<file path="config.mk">
export PLATFORM = sky130hd
export DESIGN_NAME = col_power_sequencer
export DESIGN_NICKNAME = d
export VERILOG_FILES = /design/src/rtl/pps_pkg.sv /design/src/rtl/pps_gap_timer.sv /design/src/rtl/pps_col_pointer.sv /design/src/rtl/pps_seq_fsm.sv /design/src/rtl/col_power_sequencer.sv
export SDC_FILE = /design/constraint.sdc
export NUM_CORES = 1
export LEC_CHECK = 0
export BUFFER_PORTS_ARGS = -buffer_cell sky130_fd_sc_hd__buf_4
export CAP_MARGIN = 20
export CORE_MARGIN = 2
export CORE_UTILIZATION = 50
export CTS_CLUSTER_SIZE = 10
export DETAILED_ROUTE_END_ITERATION = 8
export PLACE_DENSITY = 0.84
export SYNTH_ARGS = -nofsm -noshare
export SYNTH_HDL_FRONTEND = slang
export SYNTH_SLANG_ARGS = --single-unit
</file>
<file path="constraint.sdc">
create_clock -name clk -period 3.52 [get_ports clk]
set_input_delay 1.056 -clock clk [delete_from_list [all_inputs] [get_ports clk]]
set_output_delay 1.056 -clock clk [all_outputs]
set_load 0.01 [all_outputs]
</file>
<file path="src/rtl/pps_pkg.sv">
// Package: shared types for the column power-pulsing sequencer.
// Assumes: nothing beyond the standard language.
package pps_pkg;

    // Sequencer states; the two ramp states are the busy ones.
    typedef enum logic [2:0] {
        ST_IDLE      = 3'd0,
        ST_RAMP_UP   = 3'd1,
        ST_ON        = 3'd2,
        ST_RAMP_DOWN = 3'd3,
        ST_OFF       = 3'd4
    } seq_state_t;

endpackage

</file>
<file path="src/rtl/pps_gap_timer.sv">
// Module: pps_gap_timer
// Emits a one-cycle step strobe every (gap+1) cycles while run is high.
// The gap is captured on load, so later changes at gap_in do not affect the walk.
// Assumes: load and run are never high in the same cycle.
module pps_gap_timer #(
    parameter int GAP_W = 8
) (
    input  logic             clk,
    input  logic             rst_n,
    input  logic             load,
    input  logic             run,
    input  logic [GAP_W-1:0] gap_in,
    output logic             step
);

    logic [GAP_W-1:0] gap_q;
    logic [GAP_W-1:0] cnt_q;

    // Capture the gap at start and count it down between steps.
    always_ff @(posedge clk) begin
        if (!rst_n) begin
            gap_q <= '0;
            cnt_q <= '0;
        end else if (load) begin
            gap_q <= gap_in;
            cnt_q <= gap_in;
        end else if (run) begin
            if (cnt_q == '0) cnt_q <= gap_q;
            else             cnt_q <= cnt_q - 1'b1;
        end
    end

    // A step falls due when the countdown has reached zero.
    assign step = run && (cnt_q == '0);

endmodule

</file>
<file path="src/rtl/pps_col_pointer.sv">
// Module: pps_col_pointer
// Holds the per-column enable flops and the index of the next column to switch.
// A start switches the first column of the walk at once; each step switches the next one.
// Assumes: NCOLS >= 2, and start_up, start_dn and step are mutually exclusive.
module pps_col_pointer #(
    parameter int NCOLS = 64
) (
    input  logic             clk,
    input  logic             rst_n,
    input  logic             start_up,
    input  logic             start_dn,
    input  logic             step,
    input  logic             dir_up,
    output logic [NCOLS-1:0] col_en,
    output logic             at_last
);

    localparam int            IW      = (NCOLS > 2) ? $clog2(NCOLS) : 1;
    localparam logic [IW-1:0] TOP_IDX = IW'(NCOLS - 1);

    logic [IW-1:0] idx_q;

    // Track the next column to switch in the current walk direction.
    always_ff @(posedge clk) begin
        if (!rst_n) begin
            idx_q <= '0;
        end else if (start_up) begin
            idx_q <= IW'(1);
        end else if (start_dn) begin
            idx_q <= TOP_IDX - 1'b1;
        end else if (step) begin
            if (dir_up) idx_q <= idx_q + 1'b1;
            else        idx_q <= idx_q - 1'b1;
        end
    end

    // The column under the index is the final one of the walk.
    assign at_last = dir_up ? (idx_q == TOP_IDX) : (idx_q == '0);

    // One enable flop per column; only the indexed column may change on a step.
    for (genvar i = 0; i < NCOLS; i++) begin : g_col
        localparam bit IS_FIRST = (i == 0);
        localparam bit IS_LAST  = (i == NCOLS - 1);
        logic hit;
        assign hit = step && (idx_q == IW'(i));

        // Set, clear or hold this column's enable.
        always_ff @(posedge clk) begin
            if (!rst_n)                    col_en[i] <= 1'b0;
            else if (IS_FIRST && start_up) col_en[i] <= 1'b1;
            else if (IS_LAST && start_dn)  col_en[i] <= 1'b0;
            else if (hit)                  col_en[i] <= dir_up;
        end
    end

endmodule

</file>
<file path="src/rtl/pps_seq_fsm.sv">
// Module: pps_seq_fsm
// Top-level sequencing: accepts requests only in a settled state and tracks
// the walk direction. Raises done for one cycle when the final column switches.
// Assumes: step and at_last come from the timer and the pointer of the same walk.
module pps_seq_fsm
    import pps_pkg::*;
(
    input  logic       clk,
    input  logic       rst_n,
    input  logic       up_req,
    input  logic       dn_req,
    input  logic       step,
    input  logic       at_last,
    output logic       start_up,
    output logic       start_dn,
    output logic       dir_up,
    output logic       busy,
    output logic       done
);

    seq_state_t state_q, state_d;
    logic       finish;
    logic       done_q;

    assign finish   = step && at_last;
    assign start_up = ((state_q == ST_IDLE) || (state_q == ST_OFF)) && up_req;
    assign start_dn = (state_q == ST_ON) && dn_req;
    assign dir_up   = (state_q == ST_RAMP_UP);
    assign busy     = (state_q == ST_RAMP_UP) || (state_q == ST_RAMP_DOWN);
    assign done     = done_q;

    // Choose the next state from requests and walk completion.
    always_comb begin
        state_d = state_q;
        case (state_q)
            ST_IDLE, ST_OFF: if (up_req) state_d = ST_RAMP_UP;
            ST_ON:           if (dn_req) state_d = ST_RAMP_DOWN;
            ST_RAMP_UP:      if (finish) state_d = ST_ON;
            ST_RAMP_DOWN:    if (finish) state_d = ST_OFF;
            default:         state_d = ST_IDLE;
        endcase
    end

    // Register the state and the completion pulse.
    always_ff @(posedge clk) begin
        if (!rst_n) begin
            state_q <= ST_IDLE;
            done_q  <= 1'b0;
        end else begin
            state_q <= state_d;
            done_q  <= finish;
        end
    end

endmodule

</file>
<file path="src/rtl/col_power_sequencer.sv">
// Module: col_power_sequencer
// Walks per-column power enables up from column 0 or down from the top column,
// with a programmable gap of gap_cycles extra cycles between column changes.
// Assumes: a synchronous active-low reset; requests are level-sampled on each edge.
module col_power_sequencer #(
    parameter int NCOLS = 64,
    parameter int GAP_W = 8
) (
    input  logic             clk,
    input  logic             rst_n,
    input  logic             pwr_up_req,
    input  logic             pwr_dn_req,
    input  logic [GAP_W-1:0] gap_cycles,
    output logic [NCOLS-1:0] col_en,
    output logic             busy,
    output logic             done
);

    logic start_up, start_dn, step, at_last, dir_up;

    pps_seq_fsm u_fsm (
        .clk      (clk),
        .rst_n    (rst_n),
        .up_req   (pwr_up_req),
        .dn_req   (pwr_dn_req),
        .step     (step),
        .at_last  (at_last),
        .start_up (start_up),
        .start_dn (start_dn),
        .dir_up   (dir_up),
        .busy     (busy),
        .done     (done)
    );

    pps_gap_timer #(.GAP_W(GAP_W)) u_timer (
        .clk    (clk),
        .rst_n  (rst_n),
        .load   (start_up || start_dn),
        .run    (busy),
        .gap_in (gap_cycles),
        .step   (step)
    );

    pps_col_pointer #(.NCOLS(NCOLS)) u_ptr (
        .clk      (clk),
        .rst_n    (rst_n),
        .start_up (start_up),
        .start_dn (start_dn),
        .step     (step),
        .dir_up   (dir_up),
        .col_en   (col_en),
        .at_last  (at_last)
    );

endmodule

</file>
# ---- Word-level counts from Yosys, hierarchy flattened
# Cells that the tools add are included.
dict set report word_totals {
  reg_bits 90
  input_bits 12
  out_inout_bits 66
  elab_cells 242
}
dict set report classes {
  addsub 3
  n_eq_ne 71
  n_mux 15
  bitwise 1
  reduce_logical 82
}
# operator count
set op_table {}
lappend op_table {{$eq 6x6->1 const B} 32}
lappend op_table {{$eq 6x5->1 const B} 16}
lappend op_table {{$logic_and 1x1->1} 68}
lappend op_table {{$eq 6x4->1 const B} 8}
lappend op_table {{$eq 6x3->1 const B} 4}
lappend op_table {{$mux 8} 3}
lappend op_table {{$mux 6} 3}
lappend op_table {{$eq 6x2->1 const B} 2}
lappend op_table {{$mux 3} 4}
lappend op_table {{$pmux 3 s4} 1}
lappend op_table {{$logic_not 8->1} 1}
lappend op_table {{$sub 8x1->8 const B} 1}
lappend op_table {{$add 6x1->6 const B} 1}
lappend op_table {{$eq 3x2->1 const B} 2}
lappend op_table {{$eq 6x1->1 const B} 1}
lappend op_table {{$logic_not 6->1} 1}
lappend op_table {{$ne 2x2->1 const B} 3}
lappend op_table {{$reduce_bool 2->1} 3}
lappend op_table {{$reduce_or 2->1} 3}
lappend op_table {{$sub 6x1->6 const B} 1}
lappend op_table {{$mux 1} 4}
lappend op_table {{$reduce_and 4->1} 1}
lappend op_table {{$eq 3x1->1 const B} 1}
lappend op_table {{$eq 3x3->1 const B} 1}
lappend op_table {{other kinds (5)} 7}

# ---- Logic depth before layout (Yosys ltp)
# Gate-level depths: netlist of run 1.
dict set report depth {
  depth_word 6
  mapped_depth 9
  mapped_depth_nobuf 7
}

# ---- Modules after synthesis
# Synthesis of run 1 repeated with hierarchy kept, for this count alone.
dict set report hier_totals {
  cells_unflattened 497
  hier_area_um2 4317.9
}
# mod n_inst cells_each area_per_inst_um2 seq_area_each_um2
set by_module_without_submodules {}
lappend by_module_without_submodules {pps_col_pointer 1 377 3206.8 1401.3}
lappend by_module_without_submodules {pps_gap_timer 1 98 899.6 320.3}
lappend by_module_without_submodules {pps_seq_fsm 1 21 205.2 80.1}
lappend by_module_without_submodules {col_power_sequencer 1 1 6.3 0.0}

# ---- Worst setup path after synthesis of run 1
# OpenSTA, ideal clock, no wires.
dict set report synth_timing {
  path_type {input-to-reg}
  from {input port pwr_dn_req}
  to {register u_timer.gap_q[6]}
  setup_time_ns 0.116
  arrival_ns 2.047
  path_slack_ns 1.357
  stages 5
  path_buffers 1
  path_cell_list {nand3b_1 a21oi_2 buf_2 mux2i_1 nor2b_1}
}
dict set report synth_between {
  elab_chain_len 2
}
# element line_no
set synth_rtl {}
lappend synth_rtl {{start: declaration} col_power_sequencer.sv:12} ;# input logic pwr_dn_req,
lappend synth_rtl {{$logic_and 1x1->1} pps_seq_fsm.sv:27} ;# assign start_dn = (state_q == ST_ON) && dn_req;
lappend synth_rtl {{$logic_or 1x1->1} col_power_sequencer.sv:38} ;# .load (start_up || start_dn),
lappend synth_rtl {{end signal: assignment} pps_gap_timer.sv:25} ;# gap_q <= gap_in;
lappend synth_rtl {{end: declaration} pps_gap_timer.sv:16} ;# logic [GAP_W-1:0] gap_q;
# No other way between the ends.
# A chain may end at the register's enable or synchronous reset.

# ---- Worst setup path after layout of run 1
dict set report layout_timing {
  from {register u_timer.cnt_q[0]}
  to {register u_ptr.col_en[8]}
}
dict set report layout_between {
  elab_chain_len 3
}
# element line_no
set layout_rtl {}
lappend layout_rtl {{start: declaration} pps_gap_timer.sv:17} ;# logic [GAP_W-1:0] cnt_q;
lappend layout_rtl {{start signal: assignment} pps_gap_timer.sv:26} ;# cnt_q <= gap_in;
lappend layout_rtl {{start signal: assignment} pps_gap_timer.sv:28} ;# if (cnt_q == '0) cnt_q <= gap_q;
lappend layout_rtl {{start signal: assignment} pps_gap_timer.sv:29} ;# else cnt_q <= cnt_q - 1'b1;
lappend layout_rtl {{$logic_not 8->1} pps_gap_timer.sv:34} ;# assign step = run && (cnt_q == '0);
lappend layout_rtl {{$logic_and 1x1->1} pps_gap_timer.sv:34}
lappend layout_rtl {{$logic_and 1x1->1} pps_col_pointer.sv:45} ;# assign hit = step && (idx_q == IW'(i));
lappend layout_rtl {{end signal: indexed assignment} pps_col_pointer.sv:52} ;# else if (hit) col_en[i] <= dir_up;
lappend layout_rtl {{end: declaration} pps_col_pointer.sv:14} ;# output logic [NCOLS-1:0] col_en,
# No other way between the ends.

==> results.json, run 1 <==
{
  "fmax_mhz": 385,
  "powerDensity_nw_per_um2": 421,
  "hold_viol": 0,
  "period_needed_ns": 2.60,
  "relSlewSlack": 0.313,
  "syn-cell-area_um2": 4000,
  "synthMuxAreaShare": 0.0278,
  "nets": 493,
  "dieArea_um2": 8730,
  "route.vias.total": 3554,
  "start_util": 0.517,
  "synth_top_family_by_area": "compound AO/OA/AOI/OAI gates",
  "rsz0062_at_grt": "no",
  "rr_endpoint": "u_ptr.col_en[8]",
  "grt_max_degree": 63,
  "syn_to_final_growth_pct": 19.2,
  "worstPathMaxFanout": 31,
  "cpMaxStageDelayCell": "or3_1",
  "core_area_um2": 7730,
  "drc_errors": 0,
  "drt_iter0_drc": 205,
  "antenna_found_initial": 0,
  "holdPathEnd": "u_ptr.col_en[63]",
  "slew_viol_final": 0,
  "syn_area_per_cell_um2": 9.57,
  "leakage_nw": 1.75,
  "root_buffer": "clkbuf_8",
  "dp_hpwl_um": 6750,
  "synthAdderAreaFrac": 0.0188,
  "clk_path_buf_depth": 2,
  "cp-start-kind": "register",
  "synthCells": 418,
  "reg2reg_slack_ns": 0.92,
  "cts_tree": "yes",
  "grt_usage": 0.228,
  "crit_type": "reg2reg",
  "cts.repair.resized": 0,
  "cap_violations": 0,
  "worst_pin_slew_ns": 1.03,
  "grt_pass1_vias": 3170,
  "skew_ns": 0.0102,
  "cp.required_ns": 3.74,
  "firstDrtPassIters": 5,
  "synth_compound_area_frac": 0.311,
  "cp.arrival_ns": 2.82,
  "worstHoldStart": "u_ptr.col_en[63]",
  "grt_overflow": 0,
  "final_common_cell": "dfxtp_1",
  "finalSetupTns_ns": 0,
  "die_w_um": 93.4,
  "yosys.cell_types.count": 39,
  "reg2reg_from": "u_timer.cnt_q[0]",
  "drive_above_1_share": 0.221,
  "fill_cells": 619,
  "wl_um": 9790,
  "min_path_cells": 2,
  "wl_per_cell_um": 16.8,
  "yosysWarnings": 0,
  "grt_pass1_wl_um": 15900,
  "rows": 32,
  "gp_congestion": 0.920,
  "ys.flop_type": "dfxtp_1",
  "fin_crit_sh": 0.739,
  "cts_setup_buffers": 0,
  "ir_drop_v": 0.000262,
  "crit_chain": "inv_1 > ha_1 > nor3b_2 > nand3_4 > or3_1 > o211ai_1 > o31ai_1",
  "layout_common_cells": "dfxtp_1 (90), buf_4 (82), o211ai_1 (68)",
  "portBuffers": 77,
  "ys_ff_latch": 90,
  "design.portCount": 78,
  "r2r_cells": 7,
  "ys_seq_area_frac": 0.451,
  "async_flop_share": 0,
  "numCtsBuffers": 9,
  "viasPerCell": 6.11,
  "outcome": "completed",
  "antenna_cells": 0,
  "die_h_um": 93.4,
  "slowest_delay_ns": 0.76,
  "min_path_type": "reg2reg",
  "synth-xor-area-share": 0.0197,
  "synth_nets": 436,
  "critPathCaptureType": "register",
  "cts_hold_buffers": 0,
  "yosys.area_share.simple": 0.121,
  "clk_pin_slew_ns": 0.09,
  "h-tree-depth": 3,
  "cts.sink_count": 90,
  "final_antenna_net_count": 0,
  "synth_edf_count": 0,
  "setup_viol": 0,
  "p_total_mw": 2.01,
  "clk_latency_ns": 0.37
}
[kinds of logic after synthesis]
group / count (synthesis)
adder cells (fa/ha/maj): 6
AND/OR/NAND/NOR: 89
XOR/XNOR: 9
multiplexers: 11
flip-flops: 90
buffers and inverters: 44
AO/OA/AOI/OAI: 169
[critical path: cells and delay by family, from the launching register on]
kind                       cells  cell delay [ns]
buffers and inverters          1             0.10
AOI/OAI and AO/OA              2             0.45
adders and majority gates      1             0.22
and+or+nand+nor                3             1.31
DFF                            1             0.36
[state kept, by name (all words and copies together), names as in the netlist]
name and cells:
u_ptr.col_en 64, u_timer.cnt_q 8, u_timer.gap_q 8, u_ptr.idx_q 6, u_fsm.state_q 3, u_fsm.done 1
[cell usage after synthesis (all sizes together), types with 2 or more instances]
library cell,count,share of area
nand3,14,0.021
or4,3,0.0056
or3,3,0.0047
nand2,29,0.027
a31oi,2,0.0031
nor3b,3,0.0069
a21boi,9,0.017
nor2,11,0.010
a311o,2,0.0050
buf,16,0.025
a21oi,11,0.015
o21ai,4,0.0050
xnor2,9,0.020
o211ai,69,0.13
o31ai,64,0.12
nand4,2,0.0031
ha,6,0.019
a22oi,6,0.011
dfxtp,90,0.45
nand2b,3,0.0047
and3,3,0.0047
inv,7,0.0066
mux2i,10,0.025
clkbuf,21,0.020
and2,2,0.0031
nor2b,10,0.016
nand3b,4,0.0075
[how the worst max path moves through the flow]
stage / start / to / slack, ns / cells after the start
floorplan: pwr_dn_req / u_timer.gap_q[6] / 1.36 / 5
global placement: rst_n / u_ptr.col_en[48] / 0.89 / 3
detailed placement: rst_n / u_ptr.col_en[25] / 0.82 / 3
CTS: u_timer.cnt_q[0] / u_ptr.col_en[4] / 0.93 / 7
global route: u_timer.cnt_q[0] / u_ptr.col_en[11] / 0.70 / 7
finish: u_timer.cnt_q[0] / u_ptr.col_en[8] / 0.92 / 7
[layer usage]
metal	global-route usage	routed length (µm)
met2	0.338	4410
met3	0.0322	636
met4	0.0931	174
met1	0.333	4570
met5	0	0
[area by class of cell]
class / count / area, µm² / area share
Clock buffer: 11 / 141 / 0.0297
Clock inverter: 5 / 37.5 / 0.00788
Inverter: 7 / 26.3 / 0.00551
Multi-Input combinational cell: 284 / 2000 / 0.419
Sequential cell: 90 / 1800 / 0.378
Tap cell: 102 / 128 / 0.0268
Timing Repair Buffer: 83 / 636 / 0.133
[stage by stage]
step	utilization	instances	cell area [µm²]	setup slack, ns	hold WS, ns
detailed placement	0.591	565	4570	0.820	0.496
finish	0.617	582	4770	0.920	0.510
CTS	0.614	581	4750	0.927	0.512
global route	0.617	582	4770	0.699	0.542
global placement	0.591	565	4570	0.892	0.492
floorplan	-	418	4000	1.36	0.477
[power breakdown]
| group | internal, mW | leakage [nW] | switching [mW] |
|---|---|---|---|
| clock network | 0.280 | 0.0863 | 0.377 |
| logic | 0.105 | 0.940 | 0.169 |
| registers | 1.04 | 0.729 | 0.0347 |
(Power assumes the default switching activity.)
==> inputs of run 2 (changes only) <==
Clock period 3.52 ns to 2.4 ns, I/O delays scaled along.
==> run 2 against run 1 <==
  * Critical path depth rose by 1
  * Hold slack better by 0.0063 ns
  * Power is 45% higher
  * Register-to-register slack worse by 0.72 ns
  * Maximum frequency is 18% higher
  * Final area up 0.13%
  * Setup slack lost 0.72 ns
  * Global-route usage about the same
  * Clock skew is 0.0032 ns higher
  * Combinational power rose by 47%
  * Critical path type unchanged
  * Critical endpoint is now u_ptr.col_en[14]
  * Largest cell class unchanged
==> results.json, run 2 (synthesis gave the netlist of run 1 again) <==
{
  "outcome": "completed",
  "top_regs": "u_ptr.col_en x64, u_timer.cnt_q x8, u_timer.gap_q x8",
  "final_antenna_net_count": 0,
  "skew_ns": 0.0134,
  "relSlewSlack": 0.499,
  "firstDrtPassIters": 5,
  "root_buffer": "clkbuf_8",
  "stdcell_area_um2": 4770,
  "fmax_mhz": 454,
  "h-tree-depth": 3,
  "cts_hold_buffers": 0,
  "cp.arrival_ns": 2.44,
  "dieArea_um2": 8730,
  "wl_um": 9950,
  "slew_viol_final": 0,
  "stdcell_count": 584,
  "wl_per_cell_um": 17.0,
  "syn_to_final_growth_pct": 19.3,
  "drc_errors": 0,
  "antenna_cells": 0,
  "largest_reg_flops": 64,
  "numCtsBuffers": 9,
  "antenna_found_initial": 0,
  "fin_crit_sh": 0.917,
  "cts_tree": "yes",
  "ir_drop_v": 0.000365,
  "grt_pass1_vias": 3193,
  "clk_pin_slew_ns": 0.09,
  "cp.required_ns": 2.64,
  "portBuffers": 77,
  "final_common_cell": "dfxtp_1",
  "min_path_type": "reg2reg",
  "grt_max_degree": 44,
  "clk_path_buf_depth": 2,
  "nets": 496,
  "start_util": 0.517,
  "critical-path-top-delay-family": "simple AND/OR/NAND/NOR gates",
  "hold_viol": 0,
  "worst_pin_slew_ns": 0.749,
  "dp_cells": 569,
  "path_buf_inv": 2,
  "grt_overflow": 0,
  "leakage_nw": 1.76,
  "die_w_um": 93.4,
  "powerDensity_nw_per_um2": 610,
  "gp_congestion": 0.895,
  "cap_violations": 0,
  "maxUsedRoutingLayer": "met4",
  "grt_pass1_wl_um": 16100,
  "setup_viol": 0,
  "grt_usage": 0.229,
  "crit_chain": "inv_1 > ha_1 > nor3b_2 > nand3_4 > or3_1 > buf_4 > o211ai_1 > o31ai_1",
  "drt_iter0_drc": 254,
  "viasPerCell": 6.09,
  "met2_length_um": 4520,
  "drive_above_1_share": 0.228,
  "slowest_delay_ns": 0.36,
  "period_needed_ns": 2.20,
  "dr_wl_met3_um": 694,
  "cpMaxStageDelayCell": "dfxtp_1",
  "core_area_um2": 7730,
  "crit_type": "reg2reg",
  "design.portCount": 78,
  "largest-register": "u_ptr.col_en",
  "clk_latency_ns": 0.35,
  "dp_hpwl_um": 6950,
  "cts.sink_count": 90,
  "critPathCaptureType": "register",
  "finalSetupTns_ns": 0,
  "cp-start-kind": "register",
  "routedLengthMet1_um": 4630,
  "route.vias.total": 3554,
  "layout_common_cells": "dfxtp_1 (90), buf_4 (86), o211ai_1 (68)",
  "die_h_um": 93.4,
  "worstPathMaxFanout": 30,
  "rsz0062_at_grt": "no",
  "dpl_cell_area_um2": 4600,
  "whs_ns": 0.516,
  "rows": 32
}
==> run 2: changes by cell type in the layout (fill, tap and decap cells not counted), sizes merged <==
| cell | before | now |
|---|---|---|
| buf | 83 | 86 |
| clkinv | 1 | 2 |
| clkbuf | 11 | 9 |
==> run 2: per-stage QoR <==
step	setup WS, ns	utilization	power, mW
final	0.198	0.618	2.91
after global routing	0.00515	0.618	3.04
after CTS	0.212	0.617	2.92
after detailed placement	0.227	0.595	2.01
after global placement	0.287	0.595	2.00
after floorplan	0.443	-	1.92
==> run 2: cell type report <==
class | count | area, µm²
Fill cell | 622 | 2960
Inverter | 7 | 26.3
Timing Repair Buffer | 86 | 646
Clock inverter | 6 | 50.0
Multi-Input combinational cell | 284 | 2000
Tap cell | 102 | 128
Clock buffer | 9 | 124
Sequential cell | 90 | 1800
==> run 2: power breakdown <==
| part | internal [mW] | switching [mW] |
|---|---|---|
| Clock | 0.381 | 0.551 |
| Sequential | 1.53 | 0.0489 |
| Combinational | 0.157 | 0.247 |
==> run 2: timing repair <==
| action | 4_1_cts | 5_1_grt |
|---|---|---|
| setup buffers | 0 | 0 |
| resized for setup | 0 | 1 |
| setup endpoints to repair | 0 | 1 |
==> run 2: worst paths after layout <==
| kind | from | to | slack [ns] | depth (start not counted) |
|---|---|---|---|---|
| worst max-delay path | u_timer.cnt_q[0] | u_ptr.col_en[14] | 0.20 | 8 |
| worst max register to register | u_timer.cnt_q[0] | u_ptr.col_en[14] | 0.20 | 8 |
| worst min register to register | u_ptr.col_en[6] | u_ptr.col_en[6] | 0.52 | 2 |
| worst min-delay path | u_ptr.col_en[6] | u_ptr.col_en[6] | 0.52 | 2 |
==> run 2: per-layer routing <==
layer  global-route usage  vias to the layer above
li1                     -                     1731
met1                0.337                     1673
met2                0.351                      143
met3               0.0379                        7
met4               0.0515                        0
met5                    0                        -
==> run 2: worst register-to-register path, stage by stage (launching register included) <==
cell	delay, ns
dfxtp_1	0.36
inv_1	0.09
ha_1	0.20
nor3b_2	0.34
nand3_4	0.17
or3_1	0.36
buf_4	0.24
o211ai_1	0.23
o31ai_1	0.09
